`src/rtl/sio_pkg.sv`:
```
package sio_pkg;
  typedef enum logic [1:0] {
    SRC_EXT  = 2'b00,
    SRC_TMR  = 2'b01,
    SRC_DIVA = 2'b10,
    SRC_DIVB = 2'b11
  } clkSrcE;

  typedef enum logic [1:0] {
    XM_3W_MSB = 2'b00,
    XM_3W_LSB = 2'b01,
    XM_BUS    = 2'b10,
    XM_2W     = 2'b11
  } xferModeE;

  typedef struct packed {
    logic       wake;
    logic       slowAlt;
    logic [1:0] xferMode;
    logic [1:0] clkSel;
  } modeS;

  typedef struct packed {
    logic load;
    logic fall;
    logic rise;
    logic done;
  } strobeS;
endpackage

```
`src/rtl/sio_ctrl.sv`:
```
module sio_ctrl
  import sio_pkg::*;
#(
  parameter int DATA_W = 8,
  parameter int DIV_A  = 16,
  parameter int DIV_B  = 8,
  parameter int DIV_C  = 64
) (
  input  logic       clk,
  input  logic       rstN,
  input  logic [1:0] clkSel,
  input  logic       slowAlt,
  input  logic       shiftWe,
  input  logic       timerTick,
  input  logic       sckIn,
  output strobeS     strobe,
  output logic       busy,
  output logic       sckOut,
  output logic       sckOe
);
  localparam int MAXD  = (DIV_A > DIV_B) ? ((DIV_A > DIV_C) ? DIV_A : DIV_C)
                                         : ((DIV_B > DIV_C) ? DIV_B : DIV_C);
  localparam int CNT_W = $clog2(MAXD / 2) + 1;
  localparam int BIT_W = $clog2(DATA_W);
  localparam logic [CNT_W-1:0] HALF_A = CNT_W'(DIV_A / 2);
  localparam logic [CNT_W-1:0] HALF_B = CNT_W'(DIV_B / 2);
  localparam logic [CNT_W-1:0] HALF_C = CNT_W'(DIV_C / 2);
  localparam logic [BIT_W-1:0] LAST_BIT = BIT_W'(DATA_W - 1);

  logic [CNT_W-1:0] cnt;
  logic [CNT_W-1:0] halfSel;
  logic [BIT_W-1:0] bitCnt;
  logic             sckInt;
  logic             useCnt;
  logic             isExt;
  logic             intEv;
  logic             sckS1, sckS2, sckS3;

  always_comb begin
    isExt   = (clkSel == SRC_EXT);
    useCnt  = 1'b0;
    halfSel = HALF_B;
    unique case (clkSel)
      SRC_DIVA: begin useCnt = 1'b1; halfSel = HALF_A; end
      SRC_DIVB: begin useCnt = 1'b1; halfSel = HALF_B; end
      SRC_TMR:  begin useCnt = slowAlt; halfSel = HALF_C; end
      default:  begin useCnt = 1'b0; halfSel = HALF_B; end
    endcase
    if (useCnt) intEv = busy && (cnt == halfSel - 1'b1);
    else        intEv = busy && (clkSel == SRC_TMR) && timerTick;

    strobe.load = shiftWe;
    if (isExt) begin
      strobe.fall = busy && sckS3 && !sckS2;
      strobe.rise = busy && !sckS3 && sckS2;
    end else begin
      strobe.fall = intEv && sckInt;
      strobe.rise = intEv && !sckInt;
    end
    strobe.done = strobe.rise && (bitCnt == LAST_BIT);
  end

  // two-flop synchronizer plus one stage for edge detection
  always_ff @(posedge clk or negedge rstN) begin
    if (!rstN) begin
      sckS1 <= 1'b1;
      sckS2 <= 1'b1;
      sckS3 <= 1'b1;
    end else begin
      sckS1 <= sckIn;
      sckS2 <= sckS1;
      sckS3 <= sckS2;
    end
  end

  always_ff @(posedge clk or negedge rstN) begin
    if (!rstN) begin
      busy   <= 1'b0;
      cnt    <= '0;
      bitCnt <= '0;
      sckInt <= 1'b1;
    end else if (shiftWe) begin
      busy   <= 1'b1;
      cnt    <= '0;
      bitCnt <= '0;
      sckInt <= 1'b1;
    end else if (busy) begin
      if (useCnt) cnt <= intEv ? '0 : cnt + 1'b1;
      if (!isExt && intEv) sckInt <= ~sckInt;
      if (strobe.rise) bitCnt <= bitCnt + 1'b1;
      if (strobe.done) busy <= 1'b0;
    end
  end

  assign sckOut = sckInt;
  assign sckOe  = !isExt;
endmodule

```
`src/rtl/sio_dp.sv`:
```
module sio_dp
  import sio_pkg::*;
#(
  parameter int DATA_W = 8
) (
  input  logic              clk,
  input  logic              rstN,
  input  strobeS            strobe,
  input  logic [1:0]        xferMode,
  input  logic              wake,
  input  logic [DATA_W-1:0] shiftIn,
  input  logic [DATA_W-1:0] slaveAddr,
  input  logic              irqClr,
  input  logic              sdiIn,
  input  logic              lineIn,
  output logic [DATA_W-1:0] shiftOut,
  output logic              irqFlag,
  output logic              sdoOut,
  output logic              sdoOe
);
  logic [DATA_W-1:0] sr;
  logic              sdoBit;
  logic              doneQ;
  logic              lsbFirst;
  logic              shared;
  logic              wakeActive;
  logic              din;

  assign lsbFirst   = (xferMode == XM_3W_LSB);
  assign shared     = xferMode[1];
  assign wakeActive = wake && (xferMode == XM_BUS);
  assign din        = shared ? lineIn : sdiIn;

  always_ff @(posedge clk or negedge rstN) begin
    if (!rstN) begin
      sr     <= '0;
      sdoBit <= 1'b1;
      doneQ  <= 1'b0;
    end else begin
      doneQ <= strobe.done;
      if (strobe.load) begin
        sr <= shiftIn;
      end else begin
        if (strobe.fall) sdoBit <= lsbFirst ? sr[0] : sr[DATA_W-1];
        if (strobe.rise) begin
          if (lsbFirst) sr <= {din, sr[DATA_W-1:1]};
          else          sr <= {sr[DATA_W-2:0], din};
        end
      end
    end
  end

  always_ff @(posedge clk or negedge rstN) begin
    if (!rstN) begin
      irqFlag <= 1'b0;
    end else if (strobe.load || irqClr) begin
      irqFlag <= 1'b0;
    end else if (doneQ && (!wakeActive || (sr == slaveAddr))) begin
      irqFlag <= 1'b1;
    end
  end

  always_comb begin
    if (shared) begin
      sdoOut = 1'b0;
      sdoOe  = !wakeActive && !sdoBit;
    end else begin
      sdoOut = sdoBit;
      sdoOe  = 1'b1;
    end
  end

  assign shiftOut = sr;
endmodule

```
`src/rtl/sio_engine.sv`:
```
module sio_engine
  import sio_pkg::*;
#(
  parameter int DATA_W = 8,
  parameter int DIV_A  = 16,
  parameter int DIV_B  = 8,
  parameter int DIV_C  = 64
) (
  input  logic              clk,
  input  logic              rstN,
  input  logic              modeWe,
  input  logic [5:0]        modeIn,
  input  logic              shiftWe,
  input  logic [DATA_W-1:0] shiftIn,
  input  logic [DATA_W-1:0] slaveAddr,
  input  logic              irqClr,
  input  logic              timerTick,
  input  logic              sckIn,
  input  logic              sdiIn,
  input  logic              lineIn,
  output logic [DATA_W-1:0] shiftOut,
  output logic              irqFlag,
  output logic              sckOut,
  output logic              sckOe,
  output logic              sdoOut,
  output logic              sdoOe
);
  modeS   modeQ;
  strobeS strobe;
  logic   busy;

  always_ff @(posedge clk or negedge rstN) begin
    if (!rstN)       modeQ <= '0;
    else if (modeWe) modeQ <= modeS'(modeIn);
  end

  sio_ctrl #(
    .DATA_W(DATA_W), .DIV_A(DIV_A), .DIV_B(DIV_B), .DIV_C(DIV_C)
  ) u_ctrl (
    .clk(clk), .rstN(rstN),
    .clkSel(modeQ.clkSel), .slowAlt(modeQ.slowAlt),
    .shiftWe(shiftWe), .timerTick(timerTick), .sckIn(sckIn),
    .strobe(strobe), .busy(busy), .sckOut(sckOut), .sckOe(sckOe)
  );

  sio_dp #(.DATA_W(DATA_W)) u_dp (
    .clk(clk), .rstN(rstN), .strobe(strobe),
    .xferMode(modeQ.xferMode), .wake(modeQ.wake),
    .shiftIn(shiftIn), .slaveAddr(slaveAddr), .irqClr(irqClr),
    .sdiIn(sdiIn), .lineIn(lineIn),
    .shiftOut(shiftOut), .irqFlag(irqFlag), .sdoOut(sdoOut), .sdoOe(sdoOe)
  );
endmodule

```
`config.mk`:
```
export PLATFORM = sky130hd
export DESIGN_NAME = sio_engine
export DESIGN_NICKNAME = d
export VERILOG_FILES = /design/src/rtl/sio_pkg.sv /design/src/rtl/sio_ctrl.sv /design/src/rtl/sio_dp.sv /design/src/rtl/sio_engine.sv
export SDC_FILE = /design/constraint.sdc
export NUM_CORES = 1
export LEC_CHECK = 0
export BUFFER_PORTS_ARGS = -buffer_cell sky130_fd_sc_hd__buf_2
export CAP_MARGIN = 10
export CORE_MARGIN = 2
export CORE_UTILIZATION = 40
export CTS_CLUSTER_SIZE = 30
export DETAILED_ROUTE_END_ITERATION = 6
export PLACE_DENSITY = 0.63
export SYNTH_ARGS = -nofsm -noshare
export SYNTH_HDL_FRONTEND = slang
export SYNTH_SLANG_ARGS = --single-unit
```
`constraint.sdc`:
```
create_clock -name clk -period 2.6 [get_ports clk]
set_input_delay 0.26 -clock clk [delete_from_list [all_inputs] [get_ports clk]]
set_output_delay 0.26 -clock clk [all_outputs]
set_load 0.02 [all_outputs]
```
==> results.md, run 1 <==
* Outcome: finished, final reports clean
* Hold-fix buffers, CTS at 0
* Fmax at 0.4601 GHz
* Peak supply drop at 0.0003067 V
* CTS tree: done
* Unrepaired setup endpoints after global routing: false
* Synth area leaders: dfrtp_1 (37%), dfstp_2 (7.4%), nor2_1 (7.0%)
* Clock latency on the worst-skew pair at between 0.2 and 0.3 ns
* Sequential Power Share at 0.474
* Async SR Flop Fraction at 1.000
* #FFs+latches synth at 31
* Clock transition at the registers of the reported paths at around 0.070 ns
* Tcrit/Tclk final at 0.8359
* Initial DRC count at 75
* Setup_tns at 0 ns
* Synth Warn # at 0
* EDFF count, synth at 0
* Syn Inst Count at approximately 190
* Area delta synth->final at 19.11%
* Critical Path Source Type: register
* Hold Crit Class: in -> async
* Clk pwr share at 0.304
* Fin worst setup slack at 0.4265 ns
* Post-synthesis sequential area ratio at 0.4408
* Sw frac at 0.3089
* First drt pass iteration count at 6
* Drt wl/cell at ~13 microns
* Post-detail-place hpwl at 2820 microns
* Die Y at 70.60 microns
* Total Wirelength at 3824 microns
* Dpl ws at 0.4371 ns
* Final Skew at approximately 0.0094 ns
* Final setup fails at 0
* Die area at approximately 5000 sq um
* CTS H-tree lvls at 2
* Cell Area, Synth at 1774 sq um
* Distinct cells, synth at 35
* Vias in the first global route at 1376
* Pwr Density at 567.5 nW/um^2
* Critical Path Sink Type: register
* Worst EP arrival at 2.37 ns
* Footprint of the multi-input gates at 939.7 sq um
* Fillers at 422
* Gpl congestion at 0.8561
* # nets final at 275
* Antenna diode count at 0
* Slew @ Worst Pin at ~0.70 ns
* Combinational power share at 0.222
* DRC at 0
* Largest net degree at the start of global routing at 32
* Remaining Overflow, GRT at 0
* Internal Power at a little over 0.8 mW
* CP required at approximately 2.8 ns
* Antenna-violating nets left at 0
* Port bufs at 43
* Synth top area share at 0.3667
* Worst setup path class: reg -> reg
* Die Wd at 70.60 microns
* Yosys top cell by area: dfrtp_1
* Core area at 4324 sq um
* Worst Path Max Fanout at 8
* Cells after DPL at 281
* Max-slew headroom at 0.5349
* Leak pwr at 1.042 nW
* I/O pins at between 40 and 50
* Syn avg cell area at a little over 9 sq um
* Hold Violations, Final at 0
* Post-cts resize count at 0
* First-pass GRT wire length at 6486 microns
* Via Count at 1468
* Root Buffer: clkbuf_8
* Antenna violations before repair at 0
* Hold Worst Slack at ~0.017 ns
* Max-Cap Viols at 0
* Gr usage total at 0.1661
* Setup Buffers After CTS at 0
* Ys flop type: dfrtp_1
* Vias per inst at 5.080
* Share of layout cells above drive strength 1 at 0.2616
* CTS Sinks at 31
* Count of pins over their slew limit at 0
* TritonCTS Buffers at 5
* Net Sw Power at ~0.37 mW
* Register Area at 782.0 sq um
* Post-route total power at 1.199 mW
* CTS Buffer Depth at 2
* Syn Nets at 230
* Finished Layout Cells at slightly below 300
* Num rows at 24
* Initial core utilization at 0.4103
* Minimum clock period at 2.173 ns
==> layout by cell type (no fill, tap or decap), drive strengths merged, types with 2 or more instances in the layout <==
master / instances
ha: 8
a21oi: 6
o211ai: 2
clkbuf: 7
mux2: 5
nand3: 3
nand4: 5
a31oi: 4
dfrtp: 26
nor3: 7
nor2: 33
o21ai: 20
nor2b: 3
xnor2: 12
buf: 44
dfstp: 5
nand2: 17
inv: 6
mux2i: 11
==> layer usage <==
layer | track usage | vias to the layer above | wire (microns)
met5 | 0 | - | 0
met4 | 0.05241 | 0 | 40
met3 | 0.04416 | 4 | 147
met2 | 0.2558 | 28 | 1720
met1 | 0.2304 | 688 | 1916
li1 | - | 748 | -
==> state kept, by name, summed over array words and instances (netlist names) <==
name           count
u_dp.doneQ         1
u_ctrl.sckS2       1
modeQ              6
u_dp.sdoBit        1
u_ctrl.cnt         6
u_ctrl.sckOut      1
u_ctrl.busy        1
u_ctrl.sckS1       1
u_ctrl.bitCnt      3
u_dp.irqFlag       1
u_dp.shiftOut      8
u_ctrl.sckS3       1
==> power groups by stage <==
stage | Clock (mW) | Sequential, mW | Combinational (mW)
3_5_place_dp | 0 | 0.577 | 0.267
3_3_place_gp | 0 | 0.578 | 0.265
5_1_grt | 0.401 | 0.577 | 0.299
4_1_cts | 0.379 | 0.569 | 0.269
6_report | 0.365 | 0.569 | 0.266
2_1_floorplan | 0 | 0.583 | 0.170
==> cell usage after synthesis (all sizes together) (4+ instances only) <==
library cell / n
nand4: 5
nor3: 7
a21oi: 6
inv: 6
mux2: 5
xnor2: 12
nor2: 33
clkbuf: 5
dfstp: 5
nand2: 17
ha: 8
mux2i: 11
o21ai: 20
a31oi: 4
dfrtp: 26
==> area by class of cell <==
class,instances,share of cell area
clock buffer,7,0.03612
clock inverter,1,0.002368
inverter,6,0.01066
tap,52,0.03079
sequential,31,0.3700
timing repair buffer,44,0.1054
multi-input combinational,148,0.4446
==> stage by stage <==
step	util	instance area (sq um)
finish	0.4887	2113
global route	0.4887	2113
CTS	0.4887	2113
detailed placement	0.4699	2032
global placement	0.4699	2032
floorplan	-	1774
==> worst max-delay path, cell delays in order (launching register included) <==
cell and delay [ns]:
dfrtp_1 0.40, inv_1 0.12, ha_1 0.25, a211o_2 0.20, nand3_4 0.11, or3_1 0.41, a21oi_2 0.18, a31oi_1 0.12
mux2_1 0.32
==> worst paths after layout <==
path                         startpoint          endpoint  slack, ns  cells past startpoint
max reg2reg                    modeQ[1]       u_dp.sdoBit       0.43                      8
max                            modeQ[1]       u_dp.sdoBit       0.43                      8
min                                rstN  u_dp.shiftOut[5]       0.02                      1
min in group clk                  sckIn      u_ctrl.sckS1       0.08                      1
max in group asynchronous          rstN      u_dp.irqFlag       2.12                      1
min reg2reg                u_ctrl.sckS1      u_ctrl.sckS2       0.36                      0
==> cells by family (layout without fill, tap and decap cells) <==
group / after synthesis / after routing / synth area share
AO/OA/AOI/OAI: 36 / 36 / 0.1178
AND/OR/NAND/NOR: 75 / 75 / 0.1975
multiplexers: 16 / 16 / 0.09379
buffers and inverters: 12 / 58 / 0.02962
XOR/XNOR: 13 / 13 / 0.06418
adder cells (fa/ha/maj): 8 / 8 / 0.05642
flip-flops: 31 / 31 / 0.4408
No activity file was read; power rests on OpenSTA's default activity.
==> inputs of run 2 (changes only) <==
==> constraint.sdc (replaced) <==
create_clock -name clk -period 2.1 [get_ports clk]
set_input_delay 0.21 -clock clk [delete_from_list [all_inputs] [get_ports clk]]
set_output_delay 0.21 -clock clk [all_outputs]
set_load 0.02 [all_outputs]
==> run 2 against run 1 <==
Critical path depth did not move; setup slack got worse by 0.37 ns; global-route usage rose by 0.31 points; sequential share of layout area fell by 3.3 points; combinational power rose by 44%; largest cell class unchanged; highest routed layer unchanged.
==> results.md, run 2 (same netlist as run 1, synthesis figures left out) <==
* Total Wirelength at 4052 microns
* Commonest non-fill, non-tap cell in the layout: buf_2
* Drt wl/cell at roughly 13 microns
* Minimum clock period at 2.046 ns
* DRC at 0
* Hold Crit Class: in -> reg
* Largest net degree at the start of global routing at 32
* Fmax at 0.4889 GHz
* Antenna-violating nets left at 0
* Critical path cell sequence: inv_2, ha_4, xnor2_2, nand3_1, or3_4, a21oi_4, a31oi_1, mux2_1
* Worst setup path class: reg -> reg
* Die area at 4984 sq um
* Die Y at 70.60 microns
* Area delta synth->final at 30.61%
* CTS tree: done
* Leak pwr at 1.125 nW
* Clock transition at the registers of the reported paths at 0.07 ns
* Core area at 4324 sq um
* Outcome: finished, final reports clean
* Setup_tns at 0 ns
* CTS H-tree lvls at 2
* Count of pins over their slew limit at 0
* Via Count at around 1600
* Gr usage total at 0.1691
* Fillers at 423
* Max incr delay on CP at 0.42 ns
* Vias per inst at 5.169
* CTS Buffer Depth at 2
* Port bufs at 43
* Critical Path Sink Type: register
* Pwr Density at 695.5 nW/um^2
* Critical Path Source Type: register
* Slew @ Worst Pin at 0.6877 ns
* Critical Path Slowest Stage Cell: dfrtp_1
* Vias in the first global route at approximately 1500
* I/O pins at 44
* Max-Cap Viols at 0
* TritonCTS Buffers at 5
* Antenna diode count at 0
* Max-slew headroom at 0.5415
* Worst Path Max Fanout at 4
* Die Wd at 70.60 microns
* Gpl congestion at 0.7983
* Final setup fails at 0
* Peak supply drop at 0.0004653 V
* Antenna violations before repair at 0
* Initial DRC count at 71
* Final Skew at 0.008843 ns
* First-pass GRT wire length at around 6600 microns
* First drt pass iteration count at 4
* Initial core utilization at 0.4103
* CTS Sinks at 31
* Root Buffer: clkbuf_8
* Hold Violations, Final at 0
* Largest register FFs at 8
* Share of layout cells above drive strength 1 at 0.3574
* Unrepaired setup endpoints after global routing: true
* Post-route total power at 1.612 mW
* Num rows at 24
* Clock latency on the worst-skew pair at 0.28 ns
* Tcrit/Tclk final at 0.9741
* Commonest non-fill, non-tap cells in the layout: buf_2 (43), nor2_1 (32), dfrtp_1 (26), nand2_1 (17), o21ai_0 (14)
* CP required at 2.32 ns
* Post-detail-place hpwl at 2916 microns
* # nets final at 287
* Remaining Overflow, GRT at 0
* Worst EP arrival at 2.26 ns
run 2: area by class of cell:
type | instances | area, sq um | area share
clock buffers | 7 | 96.34 | 0.04158
repair buffers | 56 | 319.1 | 0.1377
inverters | 6 | 22.52 | 0.009719
well taps | 52 | 65.06 | 0.02808
multi-input cells | 148 | 1025 | 0.4422
clock inverters | 1 | 7.507 | 0.003240
flip-flops and latches | 31 | 782.0 | 0.3375
run 2: per-stage QoR:
step / instance area (sq um) / setup WS [ns] / util / instances / hold slack [ns]
final: 2317 / 0.05449 / 0.5359 / 301 / 0.02503
after global routing: 2317 / -0.08730 / 0.5359 / 301 / 0.002013
after CTS: 2213 / 0.006039 / 0.5119 / 298 / 0.01508
after detailed placement: 2085 / -0.01651 / 0.4821 / 288 / 0.2940
after global placement: 2085 / 0.05100 / 0.4821 / 288 / 0.2978
after floorplan: 1774 / 0.05981 / - / 191 / -0.08559
run 2: path summary, 6_finish.rpt:
kind	slack [ns]	to	depth (start not counted)	from
setup / recovery	0.05	u_dp.sdoBit	8	modeQ[0]
hold / removal	0.03	u_ctrl.sckS1	1	sckIn
setup reg to reg	0.05	u_dp.sdoBit	8	modeQ[0]
hold reg to reg	0.36	u_ctrl.sckS2	0	u_ctrl.sckS1
max in group asynchronous	1.15	modeQ[5]	2	rstN
min in group asynchronous	0.50	u_dp.shiftOut[4]	2	rstN
run 2: critical path: cells and delay by family (launching register included):
family	cells	cell delay (ns)
xor+xnor	1	0.17
flops	1	0.42
simple gates	2	0.47
mux	1	0.32
fa+ha+maj	1	0.22
buf+inv	1	0.14
compound gates	2	0.25
run 2: repair_timing:
| item | in CTS | in global routing |
|---|---|---|
| hold buffers | 1 | 0 |
| pin swaps | 1 | 8 |
| gates cloned | 0 | 0 |
| buffers inserted | 1 | 3 |
| hold endpoints to repair | 26 | 0 |
| gates resized for setup | 1 | 15 |
| setup endpoints to repair | 1 | 18 |
run 2: power by group:
part | switching (mW) | internal (mW)
combinational | 0.205 | 0.177
clock | 0.223 | 0.298
sequential | 0.0573 | 0.652
run 2: metal layers:
layer	GRT usage	part of all wire
met5	0	0
met4	0.06709	0.014
met3	0.04274	0.043
met2	0.2725	0.47
met1	0.2200	0.48
